--- config.mk ---
export PLATFORM = sky130hd
export DESIGN_NAME = psat_adder
export DESIGN_NICKNAME = d
export VERILOG_FILES = /design/src/rtl/psat_pkg.sv /design/src/rtl/psat_lane_map.sv /design/src/rtl/psat_carry_chain.sv /design/src/rtl/psat_clamp.sv /design/src/rtl/psat_adder.sv
export SDC_FILE = /design/constraint.sdc
export NUM_CORES = 1
export LEC_CHECK = 0
export BUFFER_PORTS_ARGS = -buffer_cell sky130_fd_sc_hd__buf_4
export CAP_MARGIN = 40
export CORE_UTILIZATION = 56
export DETAILED_ROUTE_END_ITERATION = 8
export GPL_TIMING_DRIVEN = 0
export PLACE_DENSITY = 0.87
export SLEW_MARGIN = 25
export SYNTH_ARGS = -nofsm -noshare
export SYNTH_HDL_FRONTEND = slang
export SYNTH_HIERARCHICAL = 1
export SYNTH_SLANG_ARGS = --single-unit
--- constraint.sdc ---
create_clock -name vclk -period 33.5
set_input_delay 5.025 -clock vclk [all_inputs]
set_output_delay 5.025 -clock vclk [all_outputs]
set_load 0.1 [all_outputs]
--- src/rtl/psat_pkg.sv ---
package psat_pkg;

  localparam int BYTE_W = 8;

  typedef enum logic [1:0] {
    LM_B8  = 2'd0,
    LM_H16 = 2'd1,
    LM_W32 = 2'd2,
    LM_D64 = 2'd3
  } lane_mode_e;

  typedef struct packed {
    logic              c_out;
    logic              c_msb;
    logic [BYTE_W-1:0] sum;
  } slice_t;

  // one byte of the ripple chain, exposing carry into and out of the msb
  function automatic slice_t byte_add(input logic [BYTE_W-1:0] x,
                                      input logic [BYTE_W-1:0] y,
                                      input logic              cin);
    slice_t            s;
    logic [BYTE_W-1:0] low;
    logic [1:0]        top;
    low   = {1'b0, x[BYTE_W-2:0]} + {1'b0, y[BYTE_W-2:0]} + {{(BYTE_W-1){1'b0}}, cin};
    top   = {1'b0, x[BYTE_W-1]} + {1'b0, y[BYTE_W-1]} + {1'b0, low[BYTE_W-1]};
    s.c_msb = low[BYTE_W-1];
    s.c_out = top[1];
    s.sum   = {top[0], low[BYTE_W-2:0]};
    return s;
  endfunction

  // overflow of a lane, judged at its top byte
  function automatic logic lane_overflow(input logic sgn, input logic sub,
                                         input logic c_msb, input logic c_out);
    if (sgn) return c_msb ^ c_out;
    return sub ? ~c_out : c_out;
  endfunction

  // clamp value of one byte of an overflowing lane
  function automatic logic [BYTE_W-1:0] clamp_byte(input logic sgn, input logic sub,
                                                   input logic neg, input logic is_top);
    logic [BYTE_W-1:0] v;
    if (!sgn)      v = sub ? '0 : '1;
    else if (neg)  v = is_top ? {1'b1, {(BYTE_W-1){1'b0}}} : '0;
    else           v = is_top ? {1'b0, {(BYTE_W-1){1'b1}}} : '1;
    return v;
  endfunction

endpackage

--- src/rtl/psat_lane_map.sv ---
module psat_lane_map
  import psat_pkg::*;
#(
  parameter  int NBYTES = 8,
  localparam int IDX_W  = $clog2(NBYTES)
) (
  input  logic [1:0]        lane_mode_i,
  output logic [IDX_W-1:0]  span_mask_o,
  output logic [NBYTES-1:0] seg_first_o,
  output logic [NBYTES-1:0] seg_last_o
);

  lane_mode_e mode;
  assign mode = lane_mode_e'(lane_mode_i);

  always_comb begin
    unique case (mode)
      LM_B8:   span_mask_o = IDX_W'(0);
      LM_H16:  span_mask_o = IDX_W'(1);
      LM_W32:  span_mask_o = IDX_W'(3);
      default: span_mask_o = IDX_W'(7);
    endcase
  end

  for (genvar gi = 0; gi < NBYTES; gi++) begin : g_byte
    localparam logic [IDX_W-1:0] IDX = IDX_W'(gi);
    assign seg_first_o[gi] = ((IDX & span_mask_o) == '0);
    assign seg_last_o[gi]  = ((IDX & span_mask_o) == span_mask_o);
  end

endmodule

--- src/rtl/psat_carry_chain.sv ---
module psat_carry_chain
  import psat_pkg::*;
#(
  parameter  int NBYTES = 8,
  localparam int DATA_W = NBYTES * BYTE_W
) (
  input  logic [DATA_W-1:0] a_i,
  input  logic [DATA_W-1:0] b_i,
  input  logic              sub_i,
  input  logic [NBYTES-1:0] seg_first_i,
  output logic [DATA_W-1:0] sum_o,
  output logic [NBYTES-1:0] c_msb_o,
  output logic [NBYTES-1:0] c_out_o
);

  logic [DATA_W-1:0] b_eff;
  assign b_eff = sub_i ? ~b_i : b_i;

  always_comb begin
    logic   carry;
    logic   cin;
    slice_t s;
    carry = 1'b0;
    for (int i = 0; i < NBYTES; i++) begin
      cin = seg_first_i[i] ? sub_i : carry;
      s   = byte_add(a_i[i*BYTE_W +: BYTE_W], b_eff[i*BYTE_W +: BYTE_W], cin);
      sum_o[i*BYTE_W +: BYTE_W] = s.sum;
      c_msb_o[i] = s.c_msb;
      c_out_o[i] = s.c_out;
      carry      = s.c_out;
    end
  end

endmodule

--- src/rtl/psat_clamp.sv ---
module psat_clamp
  import psat_pkg::*;
#(
  parameter  int NBYTES = 8,
  localparam int DATA_W = NBYTES * BYTE_W,
  localparam int IDX_W  = $clog2(NBYTES)
) (
  input  logic [DATA_W-1:0] sum_i,
  input  logic [NBYTES-1:0] c_msb_i,
  input  logic [NBYTES-1:0] c_out_i,
  input  logic [NBYTES-1:0] seg_last_i,
  input  logic [IDX_W-1:0]  span_mask_i,
  input  logic              sgn_i,
  input  logic              sub_i,
  input  logic              sat_i,
  output logic [DATA_W-1:0] res_o,
  output logic [NBYTES-1:0] ovf_o
);

  // per-byte candidates; only entries at a lane's top byte are consumed
  logic [NBYTES-1:0] lane_ovf;
  logic [NBYTES-1:0] lane_neg;

  for (genvar gi = 0; gi < NBYTES; gi++) begin : g_top
    assign lane_ovf[gi] = lane_overflow(sgn_i, sub_i, c_msb_i[gi], c_out_i[gi]);
    assign lane_neg[gi] = ~sum_i[gi*BYTE_W + BYTE_W-1];
  end

  for (genvar gi = 0; gi < NBYTES; gi++) begin : g_out
    logic [IDX_W-1:0] owner;
    assign owner = IDX_W'(gi) | span_mask_i;
    assign ovf_o[gi] = lane_ovf[owner];
    assign res_o[gi*BYTE_W +: BYTE_W] =
      (sat_i && lane_ovf[owner]) ? clamp_byte(sgn_i, sub_i, lane_neg[owner], seg_last_i[gi])
                                 : sum_i[gi*BYTE_W +: BYTE_W];

    if (gi < NBYTES-1) begin : g_rep
      always_comb begin
        if (!seg_last_i[gi]) begin

          lane_flag_rep_chk: assert (ovf_o[gi] == ovf_o[gi+1]);
        end
      end
    end

    always_comb begin
      if (sat_i && sgn_i && ovf_o[gi] && seg_last_i[gi]) begin

        signed_clamp_top_chk: assert (res_o[gi*BYTE_W +: BYTE_W] == {1'b0, {(BYTE_W-1){1'b1}}}
                                   || res_o[gi*BYTE_W +: BYTE_W] == {1'b1, {(BYTE_W-1){1'b0}}});
      end
    end
  end

endmodule

--- src/rtl/psat_adder.sv ---
module psat_adder
  import psat_pkg::*;
#(
  parameter  int NBYTES = 8,
  localparam int DATA_W = NBYTES * BYTE_W,
  localparam int IDX_W  = $clog2(NBYTES)
) (
  input  logic [DATA_W-1:0] a_i,
  input  logic [DATA_W-1:0] b_i,
  input  logic              sub_i,
  input  logic [1:0]        lane_mode_i,
  input  logic              sat_i,
  input  logic              sgn_i,
  output logic [DATA_W-1:0] res_o,
  output logic [NBYTES-1:0] ovf_o
);

  // internal events brought out for the checks below
  logic [IDX_W-1:0]  span_mask;
  logic [NBYTES-1:0] seg_first;
  logic [NBYTES-1:0] seg_last;
  logic [DATA_W-1:0] raw_sum;
  logic [NBYTES-1:0] c_msb;
  logic [NBYTES-1:0] c_out;

  psat_lane_map #(.NBYTES(NBYTES)) map_i (
    .lane_mode_i (lane_mode_i),
    .span_mask_o (span_mask),
    .seg_first_o (seg_first),
    .seg_last_o  (seg_last)
  );

  psat_carry_chain #(.NBYTES(NBYTES)) chain_i (
    .a_i         (a_i),
    .b_i         (b_i),
    .sub_i       (sub_i),
    .seg_first_i (seg_first),
    .sum_o       (raw_sum),
    .c_msb_o     (c_msb),
    .c_out_o     (c_out)
  );

  psat_clamp #(.NBYTES(NBYTES)) clamp_i (
    .sum_i       (raw_sum),
    .c_msb_i     (c_msb),
    .c_out_i     (c_out),
    .seg_last_i  (seg_last),
    .span_mask_i (span_mask),
    .sgn_i       (sgn_i),
    .sub_i       (sub_i),
    .sat_i       (sat_i),
    .res_o       (res_o),
    .ovf_o       (ovf_o)
  );

  always_comb begin
    if (!sat_i) begin

      wrap_pass_chk: assert (res_o == raw_sum);
    end
    for (int i = 0; i < NBYTES; i++) begin
      if (seg_last[i] && sgn_i && !sub_i && (a_i[i*BYTE_W+BYTE_W-1] != b_i[i*BYTE_W+BYTE_W-1])) begin

        opp_sign_add_chk: assert (!ovf_o[i]);
      end
      if (seg_last[i] && sgn_i && sub_i && (a_i[i*BYTE_W+BYTE_W-1] == b_i[i*BYTE_W+BYTE_W-1])) begin

        same_sign_sub_chk: assert (!ovf_o[i]);
      end
      if (sat_i && !sgn_i && ovf_o[i]) begin

        unsigned_clamp_chk: assert (res_o[i*BYTE_W +: BYTE_W] == (sub_i ? {BYTE_W{1'b0}} : {BYTE_W{1'b1}}));
      end
    end
  end

endmodule

# After elaboration in Yosys (flattened, before gate mapping)
# Index checks and enable logic that the tools add are counted.
[totals]
out_inout_bits = 72
inputBits = 133
regBits = 0
[op_classes]
muxes = 101
n_addsub = 32
n_eq_ne = 2
order_cmp = 7
reduce_logical = 19
bitwise_logic = 25
[ops]
columns = ["operator", "count"]
rows = [
  ["2-to-1 mux 8 bit", 39],
  ["adder 7 x 7 -> 8 bit", 8],
  ["adder 8 x 1 -> 8 bit", 8],
  ["2-to-1 mux 64 bit", 1],
  ["inverter 64 bit", 1],
  ["2-to-1 mux 1 bit", 52],
  ["less-than comparator 3 x 4 -> 1 bit (second input constant)", 7],
  ["zero test 3 bit", 7],
  ["adder 1 x 1 -> 2 bit", 8],
  ["adder 2 x 1 -> 2 bit", 8],
  ["inverter 1 bit", 16],
  ["binary-select mux 1 bit (select 2 bit)", 6],
  ["case mux 3 bit (3 select lines)", 1],
  ["logical AND 1 bit", 8],
  ["zero test 2 bit", 4],
  ["XOR 1 bit", 8],
  ["binary-select mux 1 bit (select 3 bit)", 2],
  ["equality test 2 x 1 -> 1 bit (second input constant)", 1],
  ["equality test 2 bit (second input constant)", 1],
]

# Longest topological paths before layout
# Gate-level depths: netlist of the first run.
[logic_depth]
depth_word = 33
ltp_mapped = 72
mapped_depth_nobuf = 70

# Cells and area by module
# Netlist of the first run, hierarchy kept.
[by_module_without_submodules]
columns = ["mod", "seq_area_each_um2", "area_each_um2", "cells_each", "n_inst"]
rows = [
  ["psat_carry_chain", 0.0, 3339.5, 424, 1],
  ["psat_clamp", 0.0, 1635.3, 210, 1],
  ["psat_lane_map", 0.0, 130.1, 20, 1],
]

# Worst setup path after synthesis of the first run
# Ideal clock, no wire load.
[synth_path]
path_kind = "input to output"
from = "input port sub_i"
to = "output port res_o[55]"
cell_stages = 70
arrival_ps = 21539
path_slack_ps = 6936
t_required_ps = 28475
path_cell_list = "buf_2 > buf_2 > xnor2_1 > fa_1 > nor2b_1 > o21ai_0 > o21ai_0 > a31oi_1 > fa_1 > inv_1 > mux2i_1 > fa_1 > nor2b_1 > o21ai_0 > o21ai_0 > a31oi_1 > fa_1 > inv_1 > [... 34 more ...] > inv_1 > a21o_1 > a41o_1 > a31oi_1 > fa_1 > inv_1 > mux2i_1 > fa_1 > nor2b_1 > o21ai_0 > o21ai_0 > a31oi_1 > fa_1 > inv_1 > xor2_4 > mux2i_1 > a21oi_1 > a31oi_1"
[synth_between]
elab_chain_cells = 32
elab_cells_between_ends = 61
classes_between = "32 x add/sub; 22 x mux; 6 x bitwise; 1 x reduce/logical"
[synth_rtl]
columns = ["element", "line_no", "source"]
rows = [
  ["from (decl)", "psat_adder.sv:10", "input logic sub_i,"],
  ["2-to-1 mux 64 bit", "psat_carry_chain.sv:17", "assign b_eff = sub_i ? ~b_i : b_i;"],
  ["adder 7 x 7 -> 8 bit", "psat_pkg.sv:25", "low = {1'b0, x[BYTE_W-2:0]} + {1'b0, y[BYTE_W-2:0]} + {{(BYTE_W-1){1'b0}}, cin};"],
  ["adder 8 x 1 -> 8 bit", "psat_pkg.sv:25", ""],
  ["adder 2 x 1 -> 2 bit (*)", "psat_pkg.sv:26", "top = {1'b0, x[BYTE_W-1]} + {1'b0, y[BYTE_W-1]} + {1'b0, low[BYTE_W-1]};"],
  ["net c_out[0]", "psat_adder.sv:24", "logic [NBYTES-1:0] c_out;"],
  ["2-to-1 mux 1 bit (*)", "psat_carry_chain.sv:25", "cin = seg_first_i[i] ? sub_i : carry;"],
  ["adder 8 x 1 -> 8 bit (*)", "psat_pkg.sv:25", ""],
  ["adder 2 x 1 -> 2 bit (*)", "psat_pkg.sv:26", ""],
  ["net c_out[1]", "psat_adder.sv:24", ""],
  ["[... 3 more ...]", "-", ""],
  ["net c_out[2]", "psat_adder.sv:24", ""],
  ["[... 3 more ...]", "-", ""],
  ["net c_out[3]", "psat_adder.sv:24", ""],
  ["[... 3 more ...]", "-", ""],
  ["net c_out[4]", "psat_adder.sv:24", ""],
  ["[... 3 more ...]", "-", ""],
  ["net c_out[5]", "psat_adder.sv:24", ""],
  ["[... 3 more ...]", "-", ""],
  ["net c_out[6]", "psat_adder.sv:24", ""],
  ["[... 3 more ...]", "-", ""],
  ["net c_out[7]", "psat_adder.sv:24", ""],
  ["XOR 1 bit / inverter 1 bit (equally long branches)", "psat_pkg.sv:36, psat_pkg.sv:37", ""],
  ["2-to-1 mux 1 bit, on equally long branches", "psat_pkg.sv:36, psat_pkg.sv:37", ""],
  ["2-to-1 mux 1 bit (*)", "psat_pkg.sv:37", "return sub ? ~c_out : c_out;"],
  ["2-to-1 mux 1 bit (*) (2 in a row)", "-", ""],
  ["net ovf_o[6]", "psat_adder.sv:15", "output logic [NBYTES-1:0] ovf_o"],
  ["logical AND 1 bit (*)", "psat_clamp.sv:34", "(sat_i && lane_ovf[owner]) ? clamp_byte(sgn_i, sub_i, lane_neg[owner], seg_last_i[gi])"],
  ["2-to-1 mux 8 bit (*)", "psat_clamp.sv:34", ""],
  ["to (decl)", "psat_adder.sv:14", "output logic [DATA_W-1:0] res_o,"],
]
# The timed path passes the listed nets; every way through them passes the cells marked *. The select of a mux whose other input is x is not followed.

# Worst setup path after layout of the first run
[layout_path]
from = "input port sub_i"
to = "output port res_o[9]"
[layout_between]
elab_cells_between_ends = 73
classes_between = "32 x add/sub; 28 x mux; 12 x bitwise; 1 x reduce/logical"
[layout_rtl]
columns = ["element", "line_no", "source"]
rows = [
  ["2-to-1 mux 64 bit", "psat_carry_chain.sv:17", ""],
  ["adder 7 x 7 -> 8 bit", "psat_pkg.sv:25", ""],
  ["adder 8 x 1 -> 8 bit", "psat_pkg.sv:25", ""],
  ["adder 2 x 1 -> 2 bit (*)", "psat_pkg.sv:26", ""],
  ["net c_out[0]", "psat_adder.sv:24", ""],
  ["2-to-1 mux 1 bit (*)", "psat_carry_chain.sv:25", ""],
  ["adder 8 x 1 -> 8 bit (*)", "psat_pkg.sv:25", ""],
  ["adder 2 x 1 -> 2 bit (*)", "psat_pkg.sv:26", ""],
  ["net c_out[1]", "psat_adder.sv:24", ""],
  ["[... 3 more ...]", "-", ""],
  ["net c_out[2]", "psat_adder.sv:24", ""],
  ["[... 3 more ...]", "-", ""],
  ["net c_out[3]", "psat_adder.sv:24", ""],
  ["[... 3 more ...]", "-", ""],
  ["net c_out[4]", "psat_adder.sv:24", ""],
  ["[... 3 more ...]", "-", ""],
  ["net c_out[5]", "psat_adder.sv:24", ""],
  ["[... 3 more ...]", "-", ""],
  ["net c_out[6]", "psat_adder.sv:24", ""],
  ["[... 2 more ...]", "-", ""],
  ["adder 2 x 1 -> 2 bit (*)", "psat_pkg.sv:26", ""],
  ["net raw_sum[63]", "psat_adder.sv:22", "logic [DATA_W-1:0] raw_sum;"],
  ["inverter 1 bit (*)", "psat_clamp.sv:26", "assign lane_neg[gi] = ~sum_i[gi*BYTE_W + BYTE_W-1];"],
  ["binary-select mux 1 bit (select 2 bit) (*)", "psat_clamp.sv:34", ""],
  ["2-to-1 mux 1 bit (not written as such) (*)", "psat_clamp.sv:34", ""],
  ["2-to-1 mux 8 bit (*)", "psat_pkg.sv:45", "else if (neg) v = is_top ? {1'b1, {(BYTE_W-1){1'b0}}} : '0;"],
  ["2-to-1 mux 8 bit (*)", "psat_pkg.sv:44", "if (!sgn) v = sub ? '0 : '1;"],
  ["2-to-1 mux 8 bit (*)", "psat_clamp.sv:34", ""],
]
# Marked as above.

==> results of run 1 <==
==> layer usage <==
metal | routed length [um] | up-vias | global-route usage [%]
met5 | 0 | - | 0
met1 | 6181 | 2552 | 38.76
met4 | 299 | 0 | 7.127
li1 | - | 2645 | -
met3 | 1060 | 31 | 2.374
met2 | 7851 | 240 | 58.31
==> power by group through the flow <==
stage	sequential, mW	clock (mW)	combinational (mW)
4_1_cts	0	0	0.474
3_3_place_gp	0	0	0.465
5_1_grt	0	0	0.496
6_report	0	0	0.476
3_5_place_dp	0	0	0.473
2_1_floorplan	0	0	0.379
==> how the worst min path moves through the flow <==
| stage | start | to | cells after the start |
|---|---|---|---|
| 6_report | a_i[2] | res_o[2] | 6 |
| 2_1_floorplan | sat_i | res_o[63] | 4 |
| 4_1_cts | a_i[2] | res_o[2] | 6 |
| 3_5_place_dp | a_i[2] | res_o[2] | 6 |
| 3_3_place_gp | a_i[2] | res_o[2] | 6 |
| 5_1_grt | a_i[10] | res_o[10] | 6 |
==> per-stage QoR <==
stage | std cells | worst slack, ns | hold WS (ns)
after CTS | 966 | 6.529 | 10.70
after global routing | 966 | 5.337 | 10.78
final | 966 | 6.511 | 10.70
after global placement | 966 | 6.825 | 10.70
after floorplan | 655 | 6.936 | 10.69
after detailed placement | 966 | 6.551 | 10.70
==> cell type report <==
type | instances | area (um^2) | share of cell area, %
plain buffers | 33 | 200.2 | 2.958
inverters | 110 | 412.9 | 6.101
multi-input cells | 512 | 4496 | 66.43
well taps | 108 | 135.1 | 1.997
repair buffers | 203 | 1524 | 22.52
==> cells in the mapped netlist, drive strengths merged (2+ instances only) <==
cell,count
nor2b,25
a2bb2oi,2
o22ai,9
ha,48
a311o,4
o21ai,26
a21o,45
nand3,4
and2,2
mux2,6
nor3b,9
and3b,4
xor2,59
nand2,22
a31o,8
buf,26
nand4,2
a211oi,2
a31oi,12
a21oi,34
nor2,16
o31a,8
o21a,15
clkbuf,7
xnor2,42
mux2i,49
mux4,4
inv,110
nor3,12
a41o,2
fa,24
nor4,4
a221oi,4
==> layout by cell type, fill, tap and decap left out, drive strengths merged, types with 12 or more instances in the layout <==
master / netlist / routed
buf: 26 / 229
inv: 110 / 110
xor2: 59 / 59
mux2i: 49 / 49
ha: 48 / 48
a21o: 45 / 45
xnor2: 42 / 42
a21oi: 34 / 34
o21ai: 26 / 26
nor2b: 25 / 25
fa: 24 / 24
nand2: 22 / 22
nor2: 16 / 16
o21a: 15 / 15
a31oi: 12 / 12
nor3: 12 / 12
==> logic make-up (layout without fill, tap and decap cells) <==
logic type / count (synthesis) / after routing / synth area share, %
muxes: 59 / 59 / 13.09
other: 1 / 2 / 0.07346
buffers and inverters: 143 / 346 / 12.01
xor gates and xnor gates: 101 / 101 / 17.84
adders and majority gates: 72 / 72 / 21.18
AOI/OAI and AO/OA: 174 / 174 / 24.71
and+or+nand+nor: 104 / 104 / 11.10
==> run summary, run 1 <==
Slew Limit Fails - 0
Max IR drop VDD - 0.08011 mV
CP top delay family - adder cells
share of layout cells above drive strength 1 - 30.77%
WP data arrival - 21.96 ns
Sw Share - 73.68%
Avg WL per Cell - 15.93 um
max_slew headroom - 54.34%
# hold bufs at CTS - 0
global-route wire length before repair - 24900 um
drt pass-1 iters - 5
top post-synthesis cells by area - ha_1 12%, xor2_1 10%, fa_1 9.4%
critical setup path kind - in -> out
sequential power share - 0%
antenna cell count - 0
# fillers - 660
crit path from - sub_i
post-layout util - 77.23%
status - complete, no violations
antenna violations before repair - 0
Die Y - 97.48 um
Tot Pwr - 0.4757 mW
Placer Congestion - 0.8873
starting DRC count in detailed routing - 242
Worst setup endpoint - res_o[9]
worst slew pin tran - 0.6849 ns
vias - 5468
Starting Density - 58.25%
YS warnings - 6
final setup vio count - 0
max cap viols - 0
num ports - 205
cells after synthesis - 654
# rows - 34
Syn Area/Cell - 7.806 um^2
layout net count - 1065
Hold Vio Cnt, Final - 0
vias in the first global route - 5446
Worst setup EP type - output pin
Hold/Removal Path Class - in -> out
leading area contributor after synthesis - ha_1
Logic pwr share - 100.0%
Fmax achieved - 37.05 MHz
Residual DRC - 0
clock network power share - 0%
drt total wl - 15390 um
Placed Area - 0.006768 mm^2
Static Leak - 3.695 nW
via-per-instance ratio - 5.660
# port buffers - 203
area share of the leading cell type in the synthesized netlist - 11.76%
Switch Pwr - 0.3505 mW
Worst setup SP type - input pin
largest net degree at the start of global routing - 11
# clk buffers - 0
Global Route Usage Sum - 31.25%
Seq/Total Area, Yosys - 0%
die area - 0.009501 mm^2
Setup TNS - 0 ns
area grow syn2layout - 32.57%
post_cts resized - 0
Power Internal - 0.1252 mW
Power per Cell Area - 70.29 mW/mm^2
post-layout instance area - 0.006768 mm^2
RSZ-0062 raised after global routing - false
crit-path max cell delay - 0.58 ns
postcts setup bufs - 0
remaining antenna violation count after routing - 0
Crit path required time - 28.47 ns
Core Region - 0.008763 mm^2
Levels on crit path - 71
buffers and inverters on the worst path - 14
Tmin final - 26.99 ns
synthesized area - 0.005105 mm^2
CP max-delay cell - a21oi_1
Critical Path Fanout Max - 10
global route overflow - 0
Unique masters post-synth - 53
FF+latch count - 0
die extent in x - 97.48 um
most used cell along the critical path - fa_1
Sequential Area - 0 um^2
hpwl dp - 12900 um
fin crit share - 80.56%
Power figures use the tool's default switching activity.
==> run 2, diff against run 1 <==
--- a/config.mk
+++ b/config.mk
@@ -7,10 +7,10 @@
 export LEC_CHECK = 0
 export BUFFER_PORTS_ARGS = -buffer_cell sky130_fd_sc_hd__buf_4
 export CAP_MARGIN = 40
-export CORE_UTILIZATION = 56
+export CORE_UTILIZATION = 52
 export DETAILED_ROUTE_END_ITERATION = 8
 export GPL_TIMING_DRIVEN = 0
-export PLACE_DENSITY = 0.87
+export PLACE_DENSITY = 0.81
 export SLEW_MARGIN = 25
 export SYNTH_ARGS = -nofsm -noshare
 export SYNTH_HDL_FRONTEND = slang
==> constraint.sdc (replaced) <==
create_clock -name vclk -period 25.5
set_input_delay 3.825 -clock vclk [all_inputs]
set_output_delay 3.825 -clock vclk [all_outputs]
set_load 0.1 [all_outputs]
==> run 2 against run 1 <==
Effect of this change:
- sequential share of layout area stayed put
- largest power group unchanged
- design area is 0.50% higher
- utilization is 4.7 points lower
- global-route usage is 2.7 points lower
- largest cell class unchanged
==> run summary, run 2 (synthesis results as in run 1) <==
Hold Path End - res_o[2] (unchanged)
die extent in x - 101.1 um (was 97.48 um)
status - complete, no violations (unchanged)
routed length on met1 - 6254 um (was 6181 um)
global route overflow - 0 (unchanged)
most used cell along the critical path - fa_1 (unchanged)
Sequential Area - 0 um^2 (unchanged)
area grow syn2layout - 33.24% (was 32.57%)
Hold Vio Cnt, Final - 0 (unchanged)
starting DRC count in detailed routing - 235 (was 242)
Crit path required time - 21.67 ns (was 28.47 ns)
vias - 5381 (was 5468)
max_slew headroom - 45.82% (was 54.34%)
Hold Path Cell Cnt - 6 (unchanged)
crit-path max cell delay - 0.56 ns (was 0.58 ns)
critical setup path kind - in -> out (unchanged)
antenna cell count - 0 (unchanged)
postcts setup bufs - 0 (unchanged)
final setup vio count - 0 (unchanged)
CP max-delay cell - mux4_2 (was a21oi_1)
# clk buffers - 0 (unchanged)
Routed met2 length - 7670 um (was 7851 um)
Power Internal - 0.1644 mW (was 0.1252 mW)
clock network power share - 0% (about the same)
Avg WL per Cell - 15.30 um (was 15.93 um)
share of layout cells above drive strength 1 - 31.00% (was 30.77%)
Logic pwr share - 100.0% (about the same)
Sw Share - 73.62% (was 73.68%)
Slew Limit Fails - 0 (unchanged)
Switch Pwr - 0.4589 mW (was 0.3505 mW)
Global Route Usage Sum - 28.56% (was 31.25%)
Die Y - 101.1 um (was 97.48 um)
most common cell after layout, fill and taps aside - buf_4 (unchanged)
buffers and inverters on the worst path - 14 (unchanged)
WP data arrival - 20.35 ns (was 21.96 ns)
vias in the first global route - 5158 (was 5446)
Placer Congestion - 0.9151 (was 0.8873)
drt pass-1 iters - 4 (was 5)
Setup TNS - 0 ns (unchanged)
Tot Pwr - 0.6233 mW (was 0.4757 mW)
Worst setup SP type - input pin (unchanged)
commonest non-fill, non-tap cells in the layout - 218 x buf_4, 107 x inv_1, 58 x xor2_1, 48 x mux2i_1, 48 x ha_1 (unchanged)
Hold/Removal Path Class - in -> out (unchanged)
max cap viols - 0 (unchanged)
routed wl met3 - 1078 um (was 1060 um)
Power per Cell Area - 91.64 mW/mm^2 (was 70.29 mW/mm^2)
num ports - 205 (unchanged)
# hold bufs at CTS - 0 (unchanged)
Multi-input gate area - 0.004503 mm^2 (was 0.004496 mm^2)
via-per-instance ratio - 5.452 (was 5.660)
antenna violations before repair - 0 (unchanged)
remaining antenna violation count after routing - 0 (unchanged)
FF+latch count - 0 (unchanged)
# port buffers - 203 (unchanged)
Worst setup EP type - output pin (unchanged)
fin crit share - 94.81%
Residual DRC - 0 (unchanged)
hpwl dp - 12690 um (was 12900 um)
Max IR drop VDD - 0.1074 mV (was 0.08011 mV)
global-route wire length before repair - 23580 um (was 24900 um)
CP top delay family - adder cells (unchanged)
die area - 0.01022 mm^2 (was 0.009501 mm^2)
# fillers - 801 (was 660)
sequential power share - 0% (about the same)
Core Region - 0.009371 mm^2 (was 0.008763 mm^2)
RSZ-0062 raised after global routing - false (unchanged)
Fmax achieved - 41.36 MHz
worst hold start - a_i[2] (unchanged)
layout net count - 1065 (unchanged)
drt total wl - 15100 um (was 15390 um)
Static Leak - 3.695 nW (about the same)
Critical Path Fanout Max - 10 (unchanged)
Top Metal Used - met4 (unchanged)
Tmin final - 24.18 ns
# rows - 35 (was 34)
largest net degree at the start of global routing - 11 (unchanged)
Starting Density - 54.47% (was 58.25%)
worst slew pin tran - 0.8098 ns (was 0.6849 ns)
run 2: timing repair:
action,CTS,global route
resized for setup,0,5
endpoints found under the setup margin,0,61
hold endpoints to repair,0,0
run 2: per-layer routing:
metal / GRT usage, % / up-vias
met5: 0 / -
met4: 3.790 / 0
met3: 2.913 / 10
met2: 54.11 / 218
met1: 35.31 / 2508
li1: - / 2645
run 2: area by class of cell:
| cell class | count | area share [%] |
|---|---|---|
| multi-input cells | 512 | 66.21 |
| repair buffers | 203 | 22.41 |
| inverters | 110 | 6.071 |
| plain buffers | 33 | 2.943 |
| well taps | 129 | 2.373 |
run 2: worst max path at each step:
stage / start / end / slack [ns] / cells after the start
finish: sub_i / res_o[7] / 1.32 / 73
global route: sub_i / res_o[7] / 0.10 / 73
CTS: sub_i / res_o[14] / 0.91 / 71
detailed placement: sub_i / res_o[14] / 0.93 / 71
global placement: sub_i / res_o[8] / 1.20 / 71
floorplan: sub_i / res_o[55] / 1.34 / 70
run 2: tightest hold or removal path, delay by kind of cell:
family                   cells  cell delay (ns)
AO/OA/AOI/OAI                1             0.06
XOR/XNOR                     1             0.08
adder cells (fa/ha/maj)      1             0.17
buffers and inverters        3             0.36
run 2: power groups by stage:
stage                     Sequential (mW)  Clock [mW]  Combinational [mW]
after floorplan                         0           0               0.498
after global placement                  0           0               0.613
after detailed placement                0           0               0.620
after CTS                               0           0               0.621
after global routing                    0           0               0.651
final                                   0           0               0.623
run 2: through the flow:
stage | utilization [%] | cells | setup slack, ns | cell area, um^2 | hold slack (ns)
finish | 72.58 | 987 | 1.323 | 6802 | 8.319
global route | 72.58 | 987 | 0.1014 | 6802 | 8.360
CTS | 72.50 | 987 | 0.9087 | 6794 | 8.320
detailed placement | 72.50 | 987 | 0.9328 | 6794 | 8.315
global placement | 72.50 | 987 | 1.197 | 6794 | 8.297
floorplan | - | 655 | 1.336 | 5109 | 8.291
